===== config.mk =====
export PLATFORM = sky130hd
export DESIGN_NAME = tone_mod_ctrl
export DESIGN_NICKNAME = d
export VERILOG_FILES = /design/src/rtl/tone_pkg.sv /design/src/rtl/tone_ctrl.sv /design/src/rtl/tone_datapath.sv /design/src/rtl/tone_mod_ctrl.sv
export SDC_FILE = /design/constraint.sdc
export NUM_CORES = 1
export LEC_CHECK = 0
export BUFFER_PORTS_ARGS = -buffer_cell sky130_fd_sc_hd__clkbuf_2
export CAP_MARGIN = 20
export CORE_MARGIN = 4
export CORE_UTILIZATION = 40
export CTS_BUF_LIST = sky130_fd_sc_hd__clkbuf_8
export CTS_CLUSTER_DIAMETER = 200
export CTS_CLUSTER_SIZE = 12
export DETAILED_ROUTE_END_ITERATION = 12
export PLACE_DENSITY = 0.66
export SYNTH_ARGS = -nofsm -noshare
export SYNTH_HDL_FRONTEND = slang
export SYNTH_HIERARCHICAL = 1
export SYNTH_SLANG_ARGS = --single-unit

===== constraint.sdc =====
create_clock -name clk -period 2.3 [get_ports clk]
set_input_delay 0 -clock clk [delete_from_list [all_inputs] [get_ports clk]]
set_output_delay 0 -clock clk [all_outputs]
set_load 0.05 [all_outputs]

===== src/rtl/tone_pkg.sv =====
package tone_pkg;
  typedef struct packed {
    logic phaseClear;
    logic phaseRun;
    logic selExtQ;
    logic activeQ;
  } toneStrobe_t;
endpackage


===== src/rtl/tone_ctrl.sv =====
module tone_ctrl
  import tone_pkg::*;
(
  input  logic        clk,
  input  logic        rstN,
  input  logic        outEn,
  input  logic        toneForce,
  input  logic        extSel,
  input  logic        modSync,
  input  logic        holdLive,
  output toneStrobe_t strobe
);
  logic envActive;
  logic extMode;
  logic activeQ;
  logic selExtQ;

  always_comb begin
    envActive = outEn & (toneForce | modSync | holdLive);
    extMode   = ~toneForce & extSel;
  end

  always_ff @(posedge clk or negedge rstN) begin
    if (!rstN) begin
      activeQ <= 1'b0;
      selExtQ <= 1'b0;
    end else begin
      activeQ <= envActive;
      selExtQ <= extMode;
    end
  end

  always_comb begin
    strobe.phaseClear = ~envActive | ~activeQ;
    strobe.phaseRun   = envActive;
    strobe.selExtQ    = selExtQ;
    strobe.activeQ    = activeQ;
  end

  AST_SHUTDOWN_QUIET: assert property (@(posedge clk) disable iff (!rstN)
    !outEn |=> !strobe.activeQ);
  AST_FORCE_CONT: assert property (@(posedge clk) disable iff (!rstN)
    (outEn && toneForce) |=> strobe.activeQ);
  AST_HOLD_KEEPS_ACTIVE: assert property (@(posedge clk) disable iff (!rstN)
    (outEn && holdLive) |=> strobe.activeQ);
endmodule


===== src/rtl/tone_datapath.sv =====
module tone_datapath
  import tone_pkg::*;
#(
  parameter int DIV         = 20,
  parameter int HOLD        = 20,
  parameter int SYNC_STAGES = 2
) (
  input  logic        clk,
  input  logic        rstN,
  input  logic        modIn,
  input  toneStrobe_t strobe,
  output logic        modSync,
  output logic        holdLive,
  output logic        toneOut
);
  localparam int HALF = DIV / 2;
  localparam int PW   = $clog2(DIV);
  localparam int HW   = $clog2(HOLD + 1);

  logic [SYNC_STAGES:0] syncQ;
  logic                 modRise;
  logic [HW-1:0]        holdCnt;
  logic [PW-1:0]        phase;

  always_ff @(posedge clk or negedge rstN) begin
    if (!rstN) syncQ[0] <= 1'b0;
    else       syncQ[0] <= modIn;
  end

  for (genvar i = 1; i <= SYNC_STAGES; i++) begin : gSync
    always_ff @(posedge clk or negedge rstN) begin
      if (!rstN) syncQ[i] <= 1'b0;
      else       syncQ[i] <= syncQ[i-1];
    end
  end

  always_comb begin
    modSync  = syncQ[SYNC_STAGES-1];
    modRise  = syncQ[SYNC_STAGES-1] & ~syncQ[SYNC_STAGES];
    holdLive = (holdCnt != '0);
  end

  always_ff @(posedge clk or negedge rstN) begin
    if (!rstN)                holdCnt <= '0;
    else if (modRise)         holdCnt <= HW'(HOLD);
    else if (holdCnt != '0)   holdCnt <= holdCnt - 1'b1;
  end

  always_ff @(posedge clk or negedge rstN) begin
    if (!rstN)                         phase <= '0;
    else if (strobe.phaseClear)        phase <= '0;
    else if (strobe.phaseRun) begin
      if (phase == PW'(DIV - 1))       phase <= '0;
      else                             phase <= phase + 1'b1;
    end
  end

  always_comb begin
    toneOut = strobe.activeQ &
              (strobe.selExtQ ? syncQ[SYNC_STAGES] : (phase < PW'(HALF)));
  end

  AST_HOLD_RELOAD: assert property (@(posedge clk) disable iff (!rstN)
    modRise |=> (holdCnt == HW'(HOLD)));
  AST_HOLD_DRAIN: assert property (@(posedge clk) disable iff (!rstN)
    (!modRise && holdCnt != '0) |=> (holdCnt == $past(holdCnt) - 1'b1));
  AST_PHASE_WRAP: assert property (@(posedge clk) disable iff (!rstN)
    (strobe.phaseRun && !strobe.phaseClear && phase == PW'(DIV - 1)) |=> (phase == '0));
endmodule


===== src/rtl/tone_mod_ctrl.sv =====
module tone_mod_ctrl
  import tone_pkg::*;
#(
  parameter int DIV         = 20,
  parameter int HOLD        = DIV,
  parameter int SYNC_STAGES = 2
) (
  input  logic clk,
  input  logic rstN,
  input  logic outEn,
  input  logic toneForce,
  input  logic extSel,
  input  logic modIn,
  output logic toneOut,
  output logic toneActive
);
  toneStrobe_t strobe;
  logic        modSync;
  logic        holdLive;

  tone_ctrl uCtrl (
    .clk       (clk),
    .rstN      (rstN),
    .outEn     (outEn),
    .toneForce (toneForce),
    .extSel    (extSel),
    .modSync   (modSync),
    .holdLive  (holdLive),
    .strobe    (strobe)
  );

  tone_datapath #(
    .DIV         (DIV),
    .HOLD        (HOLD),
    .SYNC_STAGES (SYNC_STAGES)
  ) uPath (
    .clk      (clk),
    .rstN     (rstN),
    .modIn    (modIn),
    .strobe   (strobe),
    .modSync  (modSync),
    .holdLive (holdLive),
    .toneOut  (toneOut)
  );

  assign toneActive = strobe.activeQ;

  AST_BURST_OPENS_HIGH: assert property (@(posedge clk) disable iff (!rstN)
    ($rose(toneActive) && !strobe.selExtQ) |-> toneOut);
  AST_IDLE_NO_TONE: assert property (@(posedge clk) disable iff (!rstN)
    !toneActive |-> !toneOut);
  AST_RESET_QUIET: assert property (@(posedge clk)
    !rstN |-> (!toneActive && !toneOut));
endmodule


# After elaboration in Yosys (flattened, before gate mapping)
# Index checks and enable logic that the tools add are counted.
[op_classes]
bitwise_logic = 11
reduce_logical = 3
muxes = 6
n_eq_ne = 1
n_lt_le_gt_ge = 1
n_addsub = 2
[op_table]
columns = ["cell", "n"]
rows = [
  ["$mux W5", 5],
  ["$add A5 B1 Y5 const B", 1],
  ["$eq A5 B5 Y1 const B", 1],
  ["$lt A5 B4 Y1 const B", 1],
  ["$reduce_bool A5 Y1", 1],
  ["$sub A5 B1 Y5 const B", 1],
  ["$and A1 B1 Y1", 4],
  ["$not A1 Y1", 4],
  ["$reduce_bool A2 Y1", 2],
  ["$or A1 B1 Y1", 3],
  ["$mux W1", 1],
]
[word_totals]
out_inout_bits = 2
reg_bits = 15
wordCells = 31
inputBits = 6

# Logic depth before layout (Yosys ltp)
[depth]
ltp_word = 6
mapped_depth = 9
depth_no_buf = 7

# Cells and area by module
# Netlist, hierarchy kept.
[modules_own_cells]
columns = ["module", "instances", "seq_area_each_um2", "cells_each", "area_per_inst_um2"]
rows = [
  ["tone_datapath", 1, 325.3, 60, 630.6],
  ["tone_ctrl", 1, 50.0, 8, 106.4],
]

# Worst setup path after synthesis
# OpenSTA, ideal clock, no wires.
[synth_path]
path_kind = "flip-flop to flip-flop"
startpoint = "register uPath.holdCnt[0]"
endpoint = "register uPath.phase[3]"
path_slack_ns = 0.147
arrival_time_ns = 2.027
t_required_ns = 2.174
stages_incl_launch_ff = 10
cell_sequence = "dfrtp_1 > inv_1 > ha_1 > or4b_4 > buf_6 > o31a_1 > buf_4 > nand2b_1 > nor2_1 > a221o_1"
[synth_between]
elab_chain_len = 6
word_cells_on_any_way = 7
cone_classes = "1 x mux; 4 x bitwise; 2 x reduce/logical"
[synth_lines]
columns = ["item", "line_no", "rtl"]
rows = [
  ["from (decl)", "tone_datapath.sv:22", "logic [HW-1:0] holdCnt;"],
  ["from (signal assigned)", "tone_datapath.sv:45", "else if (modRise) holdCnt <= HW'(HOLD);"],
  ["from (signal assigned)", "tone_datapath.sv:46", "else if (holdCnt != '0) holdCnt <= holdCnt - 1'b1;"],
  ["$reduce_bool A5 Y1 (*)", "tone_datapath.sv:40", "holdLive = (holdCnt != '0);"],
  ["net holdLive", "tone_mod_ctrl.sv:19", "logic holdLive;"],
  ["$or A1 B1 Y1 (*)", "tone_ctrl.sv:19", "envActive = outEn & (toneForce | modSync | holdLive);"],
  ["$and A1 B1 Y1 (*)", "tone_ctrl.sv:19", ""],
  ["net uCtrl.envActive", "tone_ctrl.sv:13", "logic envActive;"],
  ["$not A1 Y1", "tone_ctrl.sv:34", "strobe.phaseClear = ~envActive | ~activeQ;"],
  ["$or A1 B1 Y1", "tone_ctrl.sv:34", ""],
  ["$mux W5 or $reduce_bool A2 Y1 (tied branches)", "n/a", ""],
  ["to (signal assigned)", "tone_datapath.sv:54", "else phase <= phase + 1'b1;"],
  ["to (decl)", "tone_datapath.sv:23", "logic [PW-1:0] phase;"],
]
# Mark *: on every way through the listed nets, which the timed path passes. The rest lies on a longest branch.
# A chain may end at the register's enable or synchronous reset.

==> summary.txt <==
Worst setup path
  – FF-to-FF Start: uPath/holdCnt[0]
  – R2R Path End: uPath/phase[3]
  – CP Launch Point: uPath/holdCnt[0]
  – Arrival time at the worst endpoint: about 2.4 ns
  – Reg-to-reg setup timing slack: 0.06 ns
  – CP Max Fanout: 4
  – CP endpoint kind: register
  – Crit Path Class: register to register
  – R2R depth: 7
  – Critical path required time: 2.43 ns
  – Crit path launch type: register

Floorplanning
  – Cell Rows: 15
  – Die area: 0.00259 sq mm
  – Die height: 50.9 um
  – Top Ports: 8
  – Initial core utilization: 0.422
  – Chip Width: approximately 51 um
  – Core box area: 0.00175 sq mm

Min path
  – Worst Hold End: uPath/phase[2]
  – Min-delay src: outEn
  – Hold WC Path Type: input pin to register
  – Hold path cells: 3

Finish
  – Antenna diodes: 0
  – Layout area overhead: 23.8%
  – Most frequent cells in the layout: dfrtp_1, clkbuf_2, nor2_1, o21ai_0, buf_4
  – Fin nets: 92
  – Fillers: roughly 160
  – Final Util: 0.523
  – Most common cell after layout, fill and taps aside: dfrtp_1
  – Layout cell share with drive strength beyond 1: 0.289

Global route
  – GRT overflow: 0
  – First-pass GRT wire length: around 2.2 mm
  – GRT Util Overall: 0.118
  – Initial antenna violation count: 0
  – Largest net degree at the start of global routing: 16
  – Vias in the first global route: between 500 and 600

Logic synthesis
  – Seq/Total Area, Yosys: 0.509
  – Seq cells post-synth: 15
  – Synth Area per Inst: roughly 11 sq um
  – Distinct cells, synth: 29
  – Syn Inst Count: a little under 70
  – YS warnings: 6
  – Number of synthesized flops with an enable pin: 0
  – Dominant synthesized flop cell: dfrtp_1
  – Fraction of registers with async set/reset: 1.00
  – Synthesized net count: between 70 and 80
  – Syn Std Cell Area: between 700 and 800 sq um

Clock tree
  – Clock-pin slew on the worst setup and hold paths: 0.06 ns
  – CTS buffer count: 3
  – Root Buffer: clkbuf_8
  – CTS Buffer Depth: 2
  – Clock latency on the worst-skew pair: between 0.2 and 0.25 ns
  – H-tree depth: 1
  – CTS tree: built
  – CTS Sinks: 15

Job
  – MaxCap Viol Count: 0

Route
  – DRT iter0 DRCs: 8
  – Via count: between 500 and 600
  – Antenna Nets Post-Route: 0
  – DRC viols: 0
  – Via/cell ratio: around 5.2
  – Drt total wl: 1.49 mm
  – Pre-Repair DR Iteration Count: 4
  – WL/cell: 13.8 um

STA
  – Setup Viol. Count Final: 0
  – Final hold slack: about 0.045 ns
  – Max_slew headroom: 0.757
  – Final count of hold timing violations: 0
  – Final Max Slew Viols: 0
  – Highest clock rate: 446 MHz
  – Period minus WS final: approximately 2.2 ns
  – Clock skew: approximately 0.0012 ns
  – Measured slew at the worst slew-check pin: ~0.36 ns
  – Fin crit share: 0.975

Pwr
  – PD cells: just under 900 mW/mm^2
  – P_leak: roughly 0.41 nW
  – Max VDD drop: 0.433 mV

Status
  – Outcome: finished, final reports clean

Placement
  – Hpwl dp: around 900 um
  – RD Place Congestion: ~0.75
  – PortBufs: 7
-- registers in the layout, indices dropped and copies added (netlist names) --
name	flops
uCtrl/activeQ	1
uCtrl/selExtQ	1
uPath/holdCnt	5
uPath/modSync	1
uPath/phase	5
uPath/syncQ	2
-- cells in the mapped netlist, drive strengths merged, types with 2 or more instances --
library cell  count  area (sq um)
a21oi             3          15.0
buf               4          33.8
dfrtp            15           375
ha                2          25.0
inv               4          15.0
nand2             4          15.0
nand2b            3          18.8
nor2              6          22.5
nor2b             3          18.8
nor4              2          12.5
o21ai             5          25.0
-- power breakdown --
group	internal, mW	switching [mW]	leakage [nW]
combinational	0.123	0.108	0.200
sequential	0.313	0.0529	0.188
clock	0.118	0.0901	0.0269
total	0.555	0.251	0.415
-- worst max-delay path, cell delays in order (launching register included) --
cell	delay (ns)
dfrtp_1	0.43
inv_2	0.09
ha_4	0.13
or4b_4	0.50
o311ai_4	0.37
nand2b_4	0.20
nor2_1	0.07
a221o_1	0.34
-- worst max-delay path by stage --
stage / endpoint / slack [ns]
6_report: uPath/phase[3] / 0.06
5_1_grt: uPath/phase[3] / -0.03
4_1_cts: uPath/phase[3] / 0.05
3_5_place_dp: uPath/phase[3] / 0.06
3_3_place_gp: uPath/phase[3] / 0.11
2_1_floorplan: uPath/phase[3] / 0.15
-- logic make-up (layout without fill, tap and decap cells) --
family	count (synthesis)	count (layout)	share of synthesized area
xor gates and xnor gates	1	1	0.0119
and+or+nand+nor	25	25	0.200
DFF	15	15	0.509
muxes	1	1	0.0153
buffers and inverters	8	23	0.0662
AOI/OAI and AO/OA	16	16	0.163
adders and majority gates	2	2	0.0340
-- final cells by class --
class | instances | area (sq um) | area share
clock buffers | 3 | 41.3 | 0.0453
clock inverters | 1 | 3.75 | 0.00412
inverters | 4 | 15.0 | 0.0165
multi-input cells | 45 | 343 | 0.376
flip-flops and latches | 15 | 375 | 0.412
well taps | 25 | 31.3 | 0.0343
repair buffers | 15 | 103 | 0.112
-- repair_timing --
action                                  4_1_cts  5_1_grt
resized for setup                             0        6
hold endpoints to repair                     17        0
hold buffers                                  3        0
endpoints found under the setup margin        0        2
setup buffers                                 0        5
-- per-stage QoR --
| stage | power [mW] | std cells | TNS (ns) | worst slack [ns] | instance area [sq um] |
|---|---|---|---|---|---|
| final | 0.805 | 108 | 0 | 0.0570 | 912 |
| after global routing | 0.856 | 108 | -0.0336 | -0.0336 | 912 |
| after CTS | 0.752 | 103 | 0 | 0.0486 | 845 |
| after detailed placement | 0.537 | 96 | 0 | 0.0560 | 769 |
| after global placement | 0.527 | 96 | 0 | 0.109 | 769 |
| after floorplan | 0.501 | 68 | 0 | 0.147 | 737 |
-- layer usage --
| metal | GRT usage | share of wire | up-vias |
|---|---|---|---|
| li1 | - | - | 267 |
| met1 | 0.140 | 0.44 | 275 |
| met2 | 0.176 | 0.48 | 15 |
| met3 | 0.0262 | 0.042 | 6 |
| met4 | 0.108 | 0.042 | 0 |
| met5 | 0 | 0 | - |
Power figures use the tool's default switching activity.
